File: src/rtl/cfgfwd_pkg.sv
// Package: shared decision encoding, command codes and address field
// positions for the configuration forwarding decoder.
package cfgfwd_pkg;

    // Forwarding outcome; the encoding is visible on the decision port.
    typedef enum logic [1:0] {
        FWD_IGNORE  = 2'b00,
        FWD_TYPE0   = 2'b01,
        FWD_DOWN_T1 = 2'b10,
        FWD_UP_T1   = 2'b11
    } fwd_kind_e;

    localparam logic [3:0] CMD_CFG_RD = 4'b1010;
    localparam logic [3:0] CMD_CFG_WR = 4'b1011;
    localparam logic [1:0] FMT_TYPE1  = 2'b01;

    // Field positions inside a Type 1 address word.
    localparam int BUS_LSB = 16;
    localparam int DEV_LSB = 11;
    localparam int FN_LSB  = 8;
    localparam int REG_LSB = 2;
    localparam int REG_MSB = 10;

endpackage

File: src/rtl/cfgfwd_range_chk.sv
// Module: compares the target bus number against the bridge's secondary
// and subordinate registers.
// Assumes: plain unsigned numbers; a misprogrammed sub < sec simply makes
// the child window empty.
module cfgfwd_range_chk #(
    parameter int BUS_W = 8
) (
    input  logic [BUS_W-1:0] bus_num,
    input  logic [BUS_W-1:0] sec_num,
    input  logic [BUS_W-1:0] sub_num,
    output logic             hit_sec,
    output logic             in_child,
    output logic             outside_span
);

    // Purpose: three comparisons that the forwarding rules need.
    always_comb begin
        hit_sec      = (bus_num == sec_num);
        in_child     = (bus_num > sec_num) && (bus_num <= sub_num);
        outside_span = (bus_num < sec_num) || (bus_num > sub_num);
    end

endmodule

File: src/rtl/cfgfwd_idsel_gen.sv
// Module: turns a device number into a one-hot IDSEL vector for the
// devices that have a line of their own.
// Assumes: device numbers at or above NUM_IDSEL get no line.
module cfgfwd_idsel_gen #(
    parameter int DEV_W     = 5,
    parameter int NUM_IDSEL = 9
) (
    input  logic [DEV_W-1:0]     dev_num,
    output logic [NUM_IDSEL-1:0] idsel_vec,
    output logic                 no_line
);

    // One comparator for each device that has an IDSEL line.
    for (genvar g = 0; g < NUM_IDSEL; g++) begin : g_line
        assign idsel_vec[g] = (dev_num == DEV_W'(g));
    end

    // Purpose: flag a device number that no line covers.
    always_comb no_line = ~|idsel_vec;

endmodule

File: src/rtl/cfgfwd_addr_xlate.sv
// Module: builds the Type 0 address word for the secondary side. It keeps
// the register field, places IDSEL above bit IDSEL_BASE and zeroes all the
// other bits.
// Assumes: IDSEL_BASE + NUM_IDSEL <= ADDR_W and IDSEL_BASE > REG_MSB.
module cfgfwd_addr_xlate
    import cfgfwd_pkg::*;
#(
    parameter int ADDR_W     = 32,
    parameter int NUM_IDSEL  = 9,
    parameter int IDSEL_BASE = 16
) (
    input  logic [ADDR_W-1:0]    addr_in,
    input  logic [NUM_IDSEL-1:0] idsel_vec,
    output logic [ADDR_W-1:0]    type0_addr
);

    // Purpose: place the fields of the converted address.
    always_comb begin
        type0_addr                          = '0;
        type0_addr[REG_MSB:REG_LSB]         = addr_in[REG_MSB:REG_LSB];
        type0_addr[IDSEL_BASE +: NUM_IDSEL] = idsel_vec;
    end

endmodule

File: src/rtl/cfg_fwd_decoder.sv
// Module: top of the configuration forwarding decoder. It decodes one
// address phase and registers the outcome one clock later.
// Assumes: 32-bit address with bus in [23:16], device in [15:11] and
// function in [10:8]; rst_n is synchronous and active low.
module cfg_fwd_decoder
    import cfgfwd_pkg::*;
#(
    parameter int ADDR_W     = 32,
    parameter int BUS_W      = 8,
    parameter int NUM_IDSEL  = 9,
    parameter int IDSEL_BASE = 16
) (
    input  logic                 clk,
    input  logic                 rst_n,
    input  logic                 addr_valid,
    input  logic                 from_primary,
    input  logic [3:0]           cmd,
    input  logic [ADDR_W-1:0]    ad_in,
    input  logic [BUS_W-1:0]     sec_bus,
    input  logic [BUS_W-1:0]     sub_bus,
    output logic                 dec_valid,
    output logic [1:0]           decision,
    output logic [ADDR_W-1:0]    ad_out,
    output logic [NUM_IDSEL-1:0] idsel,
    output logic                 cfg_abort,
    output logic                 single_beat
);

    localparam int DEV_W = BUS_LSB - DEV_LSB;
    localparam int FN_W  = DEV_LSB - FN_LSB;

    logic [BUS_W-1:0]     f_bus;
    logic [DEV_W-1:0]     f_dev;
    logic [FN_W-1:0]      f_fn;
    logic                 is_type1, is_cfg_rw, is_cfg_wr, is_bcast_id;
    logic                 hit_sec, in_child, outside_span;
    logic [NUM_IDSEL-1:0] idsel_c;
    logic                 no_line;
    logic [ADDR_W-1:0]    type0_addr;

    fwd_kind_e            nxt_kind;
    logic [ADDR_W-1:0]    nxt_addr;
    logic [NUM_IDSEL-1:0] nxt_idsel;
    logic                 nxt_abort;

    // Purpose: split the address word into fields and qualify the command.
    always_comb begin
        f_bus       = ad_in[BUS_LSB +: BUS_W];
        f_dev       = ad_in[DEV_LSB +: DEV_W];
        f_fn        = ad_in[FN_LSB +: FN_W];
        is_type1    = (ad_in[1:0] == FMT_TYPE1);
        is_cfg_wr   = (cmd == CMD_CFG_WR);
        is_cfg_rw   = is_cfg_wr || (cmd == CMD_CFG_RD);
        is_bcast_id = (&f_dev) && (&f_fn);
    end

    cfgfwd_range_chk #(.BUS_W(BUS_W)) u_range (
        .bus_num      (f_bus),
        .sec_num      (sec_bus),
        .sub_num      (sub_bus),
        .hit_sec      (hit_sec),
        .in_child     (in_child),
        .outside_span (outside_span)
    );

    cfgfwd_idsel_gen #(.DEV_W(DEV_W), .NUM_IDSEL(NUM_IDSEL)) u_idsel (
        .dev_num   (f_dev),
        .idsel_vec (idsel_c),
        .no_line   (no_line)
    );

    cfgfwd_addr_xlate #(
        .ADDR_W     (ADDR_W),
        .NUM_IDSEL  (NUM_IDSEL),
        .IDSEL_BASE (IDSEL_BASE)
    ) u_xlate (
        .addr_in    (ad_in),
        .idsel_vec  (idsel_c),
        .type0_addr (type0_addr)
    );

    // Purpose: choose the outcome from direction, format, command and range.
    always_comb begin
        nxt_kind  = FWD_IGNORE;
        nxt_addr  = '0;
        nxt_idsel = '0;
        nxt_abort = 1'b0;
        if (is_type1) begin
            if (from_primary && is_cfg_rw) begin
                if (hit_sec) begin
                    nxt_kind  = FWD_TYPE0;
                    nxt_addr  = type0_addr;
                    nxt_idsel = idsel_c;
                    nxt_abort = no_line;
                end else if (in_child) begin
                    nxt_kind = FWD_DOWN_T1;
                    nxt_addr = ad_in;
                end
            end else if (!from_primary && is_cfg_wr && outside_span && is_bcast_id) begin
                nxt_kind = FWD_UP_T1;
                nxt_addr = ad_in;
            end
        end
    end

    // Purpose: register the decision one clock after the address phase.
    always_ff @(posedge clk) begin
        if (!rst_n) begin
            dec_valid   <= 1'b0;
            decision    <= FWD_IGNORE;
            ad_out      <= '0;
            idsel       <= '0;
            cfg_abort   <= 1'b0;
            single_beat <= 1'b0;
        end else if (addr_valid) begin
            dec_valid   <= 1'b1;
            decision    <= nxt_kind;
            ad_out      <= nxt_addr;
            idsel       <= nxt_idsel;
            cfg_abort   <= nxt_abort;
            single_beat <= (nxt_kind == FWD_TYPE0);
        end else begin
            dec_valid   <= 1'b0;
            decision    <= FWD_IGNORE;
            ad_out      <= '0;
            idsel       <= '0;
            cfg_abort   <= 1'b0;
            single_beat <= 1'b0;
        end
    end

endmodule

File: config.mk
export PLATFORM = sky130hd
export DESIGN_NAME = cfg_fwd_decoder
export DESIGN_NICKNAME = d
export VERILOG_FILES = /design/src/rtl/cfgfwd_pkg.sv /design/src/rtl/cfgfwd_range_chk.sv /design/src/rtl/cfgfwd_idsel_gen.sv /design/src/rtl/cfgfwd_addr_xlate.sv /design/src/rtl/cfg_fwd_decoder.sv
export SDC_FILE = /design/constraint.sdc
export NUM_CORES = 1
export LEC_CHECK = 0
export BUFFER_PORTS_ARGS = -buffer_cell sky130_fd_sc_hd__clkbuf_2
export CAP_MARGIN = 30
export CORE_AREA = 2 2 111 59
export CTS_CLUSTER_SIZE = 10
export DETAILED_ROUTE_END_ITERATION = 7
export DIE_AREA = 0 0 113 61
export PLACE_DENSITY = 0.73
export SLEW_MARGIN = 20
export SYNTH_ARGS = -nofsm -noshare
export SYNTH_HDL_FRONTEND = slang
export SYNTH_SLANG_ARGS = --single-unit
File: constraint.sdc
create_clock -name clk -period 4.6 [get_ports clk]
set_input_delay 0.69 -clock clk [delete_from_list [all_inputs] [get_ports clk]]
set_output_delay 0.69 -clock clk [all_outputs]
set_load 0.02 [all_outputs]
[Word-level counts from Yosys, hierarchy flattened]
Index checks and enable logic that the tools add are counted.
Word-level totals
  register bits: 46
  input bits: 56
  output and inout port bits: 46
  word-level logic and storage cells: 50
Operators by class
  $lt $le $gt $ge: 4
  eq/ne operators: 13
  muxes and demuxes: 10
  reduce and logical (&&, ||, !) cells: 17
Operators with widths (number)
  $mux 32: 4
  $eq 5x3->1 const B: 4
  $gt 8x8->1: 2
  $eq 5x2->1 const B: 2
  $mux 2: 5
  $reduce_and 5->1: 2
  $reduce_or 9->1: 1
  $eq 4x4->1 const B: 2
  $eq 8x8->1: 1
  $le 8x8->1: 1
  $lt 8x8->1: 1
  $logic_and 1x1->1: 6
  $reduce_and 3->1: 2
  $eq 5x1->1 const B: 1
  $eq 5x4->1 const B: 1
  $logic_not 5->1: 1
  $eq 2x1->1 const B: 2
  $logic_not 1->1: 2
  $logic_or 1x1->1: 2
  $reduce_and 2->1: 1
  $mux 1: 1

[Logic depth before layout (Yosys ltp)]
  word-level depth: 8
  depth in mapped cells: 10

[Hierarchy]
A second synthesis with hierarchy kept.
Second synthesis, totals
  cells, all modules: 257
  area, all modules: 2293.4 um2
Modules (own cells, without submodules)
  cfg_fwd_decoder: instances 1, cells each 151, area each 1534.0 um2
  cfgfwd_range_chk: instances 1, cells each 55, area each 405.4 um2
  cfgfwd_addr_xlate: instances 1, cells each 33, area each 244.0 um2
  cfgfwd_idsel_gen: instances 1, cells each 18, area each 110.1 um2

[Least setup slack after synthesis]
No wires, ideal clock.
  kind: input port to flip-flop
  from: input port sub_bus[5]
  to: register ad_out[13]
  library setup time: 59 ps
  arrival time: 2175 ps
  data required time: 4541 ps
  path slack: 2366 ps
  cell stages on the path: 9
  path buffers: 1
  path through: inv_1 -> ha_1 -> nand4_1 -> nor2_2 -> a21oi_2 -> a211oi_4 -> mux2i_1 -> buf_6 -> and2_1
On the way
  longest elaborated chain between the ends: 6
  elaborated cells between the ends (all ways): 10
  classes of those cells: 2 x order compare; 4 x mux; 4 x reduce/logical
Ends and longest elaborated chain
  start, declared: RTL line cfg_fwd_decoder.sv:20  | input logic [BUS_W-1:0] sub_bus,
  $gt 8x8->1: RTL line cfgfwd_range_chk.sv:20  | outside_span = (bus_num < sec_num) || (bus_num > sub_num);
  $logic_or 1x1->1: RTL line cfgfwd_range_chk.sv:20
  $logic_and 1x1->1 (2 in series): RTL line cfg_fwd_decoder.sv:99  | end else if (!from_primary && is_cfg_wr && outside_span && is_bcast_id) begin
  $mux 32: RTL line cfg_fwd_decoder.sv:99
  $mux 32 *: RTL line cfg_fwd_decoder.sv:89  | if (from_primary && is_cfg_rw) begin
  end signal, assigned: RTL line cfg_fwd_decoder.sv:118  | ad_out <= nxt_addr;
  end, declared: RTL line cfg_fwd_decoder.sv:23  | output logic [ADDR_W-1:0] ad_out,
Mark *: on every way between the ends. The rest lies on a longest branch, timed or not.
A chain may end at the register's enable or synchronous reset.

[Worst setup path in the final report]
  from: input port ad_in[23]
  to: register ad_out[22]
On the way
  longest elaborated chain between the ends: 6
  elaborated cells between the ends (all ways): 13
  classes of those cells: 4 x order compare; 1 x eq/ne; 4 x mux; 4 x reduce/logical
Ends and longest elaborated chain
  start, declared: RTL line cfg_fwd_decoder.sv:18  | input logic [ADDR_W-1:0] ad_in,
  $lt 8x8->1 or $gt 8x8->1 (tied branches): RTL line cfgfwd_range_chk.sv:20
  $logic_or 1x1->1: RTL line cfgfwd_range_chk.sv:20
  $logic_and 1x1->1 (2 in series): RTL line cfg_fwd_decoder.sv:99
  $mux 32: RTL line cfg_fwd_decoder.sv:99
  $mux 32 *: RTL line cfg_fwd_decoder.sv:89
Marks and branches as above.

==> metrics.md <==
| Metric | Value |
|---|---|
| Status | complete, but fails checks |
| Violated checks | design-rule violations |
| RSZ-0062 raised after global routing | no |
| Hold Slack | 597 ps |
| Final setup fails | 0 |
| Setup ws final | approximately 1800 ps |
| First-pass GRT wire length | about 8000 um |
| Core area | 5910 um^2 |
| Hold Crit Class | in2reg |
| Sequential-to-total area share from yosys stat | 0.466 |
| Cell leakage power | 1.33 nW |
| Routed Antenna Nets | 0 |
| CP max FO | 19 |
| Largest net degree at the start of global routing | 20 |
| Clock Sinks | 46 |
| FMAX | about 360 MHz |
| Layout Nets | 375 |
| Util after Layout | 0.456 |
| Num CTS Buffers | 5 |
| Clock Path Buffers | 2 |
| Commonest cells after routing, fill and taps aside | clkbuf_2, dfxtp_1, inv_1, ha_1 |
| Syn Area/Cell | 9.74 um^2 |
| DRT Pass-1 Iters | 6 |
| Final Hold Viols | 0 |
| Most common cell after layout, fill and taps aside | clkbuf_2 |
| Row count | 20 |
| # diodes | 0 |
| Ratio of cells with drive above 1 in the final layout | 0.382 |
| P&R area growth vs syn | 36.2% |
| Post-DP HPWL | 4090 um |
| Post-CTS Hold Buffers | 0 |
| Synth Register Bits | 46 |
| Gates resized, CTS repair | 0 |
| Period utilization | 0.610 |
| Worst-Margin Slew | 728 ps |
| Post-route minimum period | roughly 2800 ps |
| Initial antenna violation count | 0 |
| Total power draw | 0.895 mW |
| CP Class | in2reg |
| Pwr/cell area | 332 nW/um^2 |
| CP arrival | 2940 ps |
| Chip width | 113 um |
| Vias per inst | approximately 4.6 |
| Final wirelength | 5210 um |
| Initial DRC count | 151 |
| Die Span Y | 61 um |
| Clk slew on worst S/H paths | around 60 ps |
| GRT Overall Usage | 0.152 |
| Critical Path RT | 4730 ps |
| Max_cap viols | 0 |
| Syn nets | 275 |
| Count of cell types in the netlist | 36 |
| Wire per inst | roughly 14 um |
| Grt ovf | 0 |
| Pins Over Slew Limit | 0 |
| Setup bufs post-CTS | 0 |
| CP Launch Type | primary input |
| Slew margin rel. | 0.515 |
| Synth top area share | 0.466 |
| GP Congestion | approximately 0.70 |
| Mapped Cells | 203 |
| Mapped Area | 1980 um^2 |
| Vias | 1,765 |
| Post-synth top area cell | dfxtp_1 |
| Die area | 6890 um^2 |
| CTS root buf | clkbuf_16 |
| Post-placement setup slack | 1390 ps |
| H-tree Lvls | 2 |
| Peak supply drop | 158 uV |
| Fill cells | between 500 and 600 |
| CTS tree | done |
| Setup TNS Final | 0 ps |
| Initial Util | 0.335 |
| Synth top area cells | dfxtp_1, ha_1, and2_1 |
| Yosys warns | 0 |
| Count of input and output buffers | 101 |
| Vias in the first global route | 1,630 |
| DRC Markers | 7 |
| Crit. End Element | flop |
| IO Count | 102 |
==> flip-flops by register name (all words and copies together), names as in the netlist <==
signal / flops
dec_valid: 1
single_beat: 1
ad_out: 32
cfg_abort: 1
decision: 2
idsel: 9
==> report_power, final <==
part,leakage [nW],switching [mW],internal [mW]
registers,0.371,0.000391,0.400
logic,0.881,0.0492,0.0420
clock network,0.0771,0.147,0.256
total,1.33,0.197,0.698
==> logic make-up after synthesis <==
group | synth area share
other | 0.00190
buffers and inverters | 0.0608
adder cells (fa/ha/maj) | 0.101
AND/OR/NAND/NOR | 0.243
AO/OA/AOI/OAI | 0.117
flip-flops | 0.466
multiplexers | 0.0101
==> routing by layer <==
| metal | track usage | share of wire | up-vias |
|---|---|---|---|
| met3 | 0.0709 | 0.13 | 4 |
| met1 | 0.216 | 0.48 | 772 |
| met5 | 0 | 0 | - |
| li1 | - | - | 912 |
| met4 | 0.0401 | 0.0086 | 0 |
| met2 | 0.204 | 0.38 | 77 |
==> metrics by stage <==
stage          instance area [um^2]  cells
2_1_floorplan                  1980    203
3_3_place_gp                   2520    372
3_5_place_dp                   2520    372
4_1_cts                        2690    380
5_1_grt                        2690    381
6_report                       2690    381
==> worst max-delay path, cell delays in order <==
cell and delay, ps:
clkbuf_2 110, ha_1 320, nand4_1 190, a21o_1 240, a211oi_4 550, o21ba_1 700
a21oi_1 120
==> Yosys cell counts <==
cell and count:
nand4b_1 1, inv_1 16, o21a_1 2, buf_2 3
and4_1 2, dfxtp_1 46, ha_1 16, nand4_1 8
buf_6 3, a32oi_1 6, o21ba_1 1, nor2b_1 5
o31a_1 1, clkbuf_1 3, nor2_2 2, o211ai_1 2
and3b_1 1, nor2_1 12, and4b_1 1, a31oi_1 3
mux2i_1 2, nor3b_1 9, nor3_1 3, a21oi_2 1
nand2b_1 2, a211oi_4 1, and2_1 12, conb_1 1
a21o_1 2, a21oi_1 11, a211oi_2 1, nor3_4 1
or2_1 1, nor3_2 1, nand3_1 12, nand2_1 9
==> area by class of cell <==
cell class	instances	area, um^2	share of cell area
clock buffers	6	129	0.0479
clock inverters	2	37.5	0.0139
inverters	16	60.1	0.0223
multi-input cells	132	936	0.348
flip-flops and latches	46	921	0.342
well taps	77	96.3	0.0358
repair buffers	102	513	0.191
==> worst paths after layout <==
kind                  startpoint  slack, ps  depth (start not counted)    endpoint
worst max-delay path   ad_in[23]       1800                          7  ad_out[22]
worst min-delay path   ad_in[25]        600                          2  ad_out[25]
(Power assumes the default switching activity.)
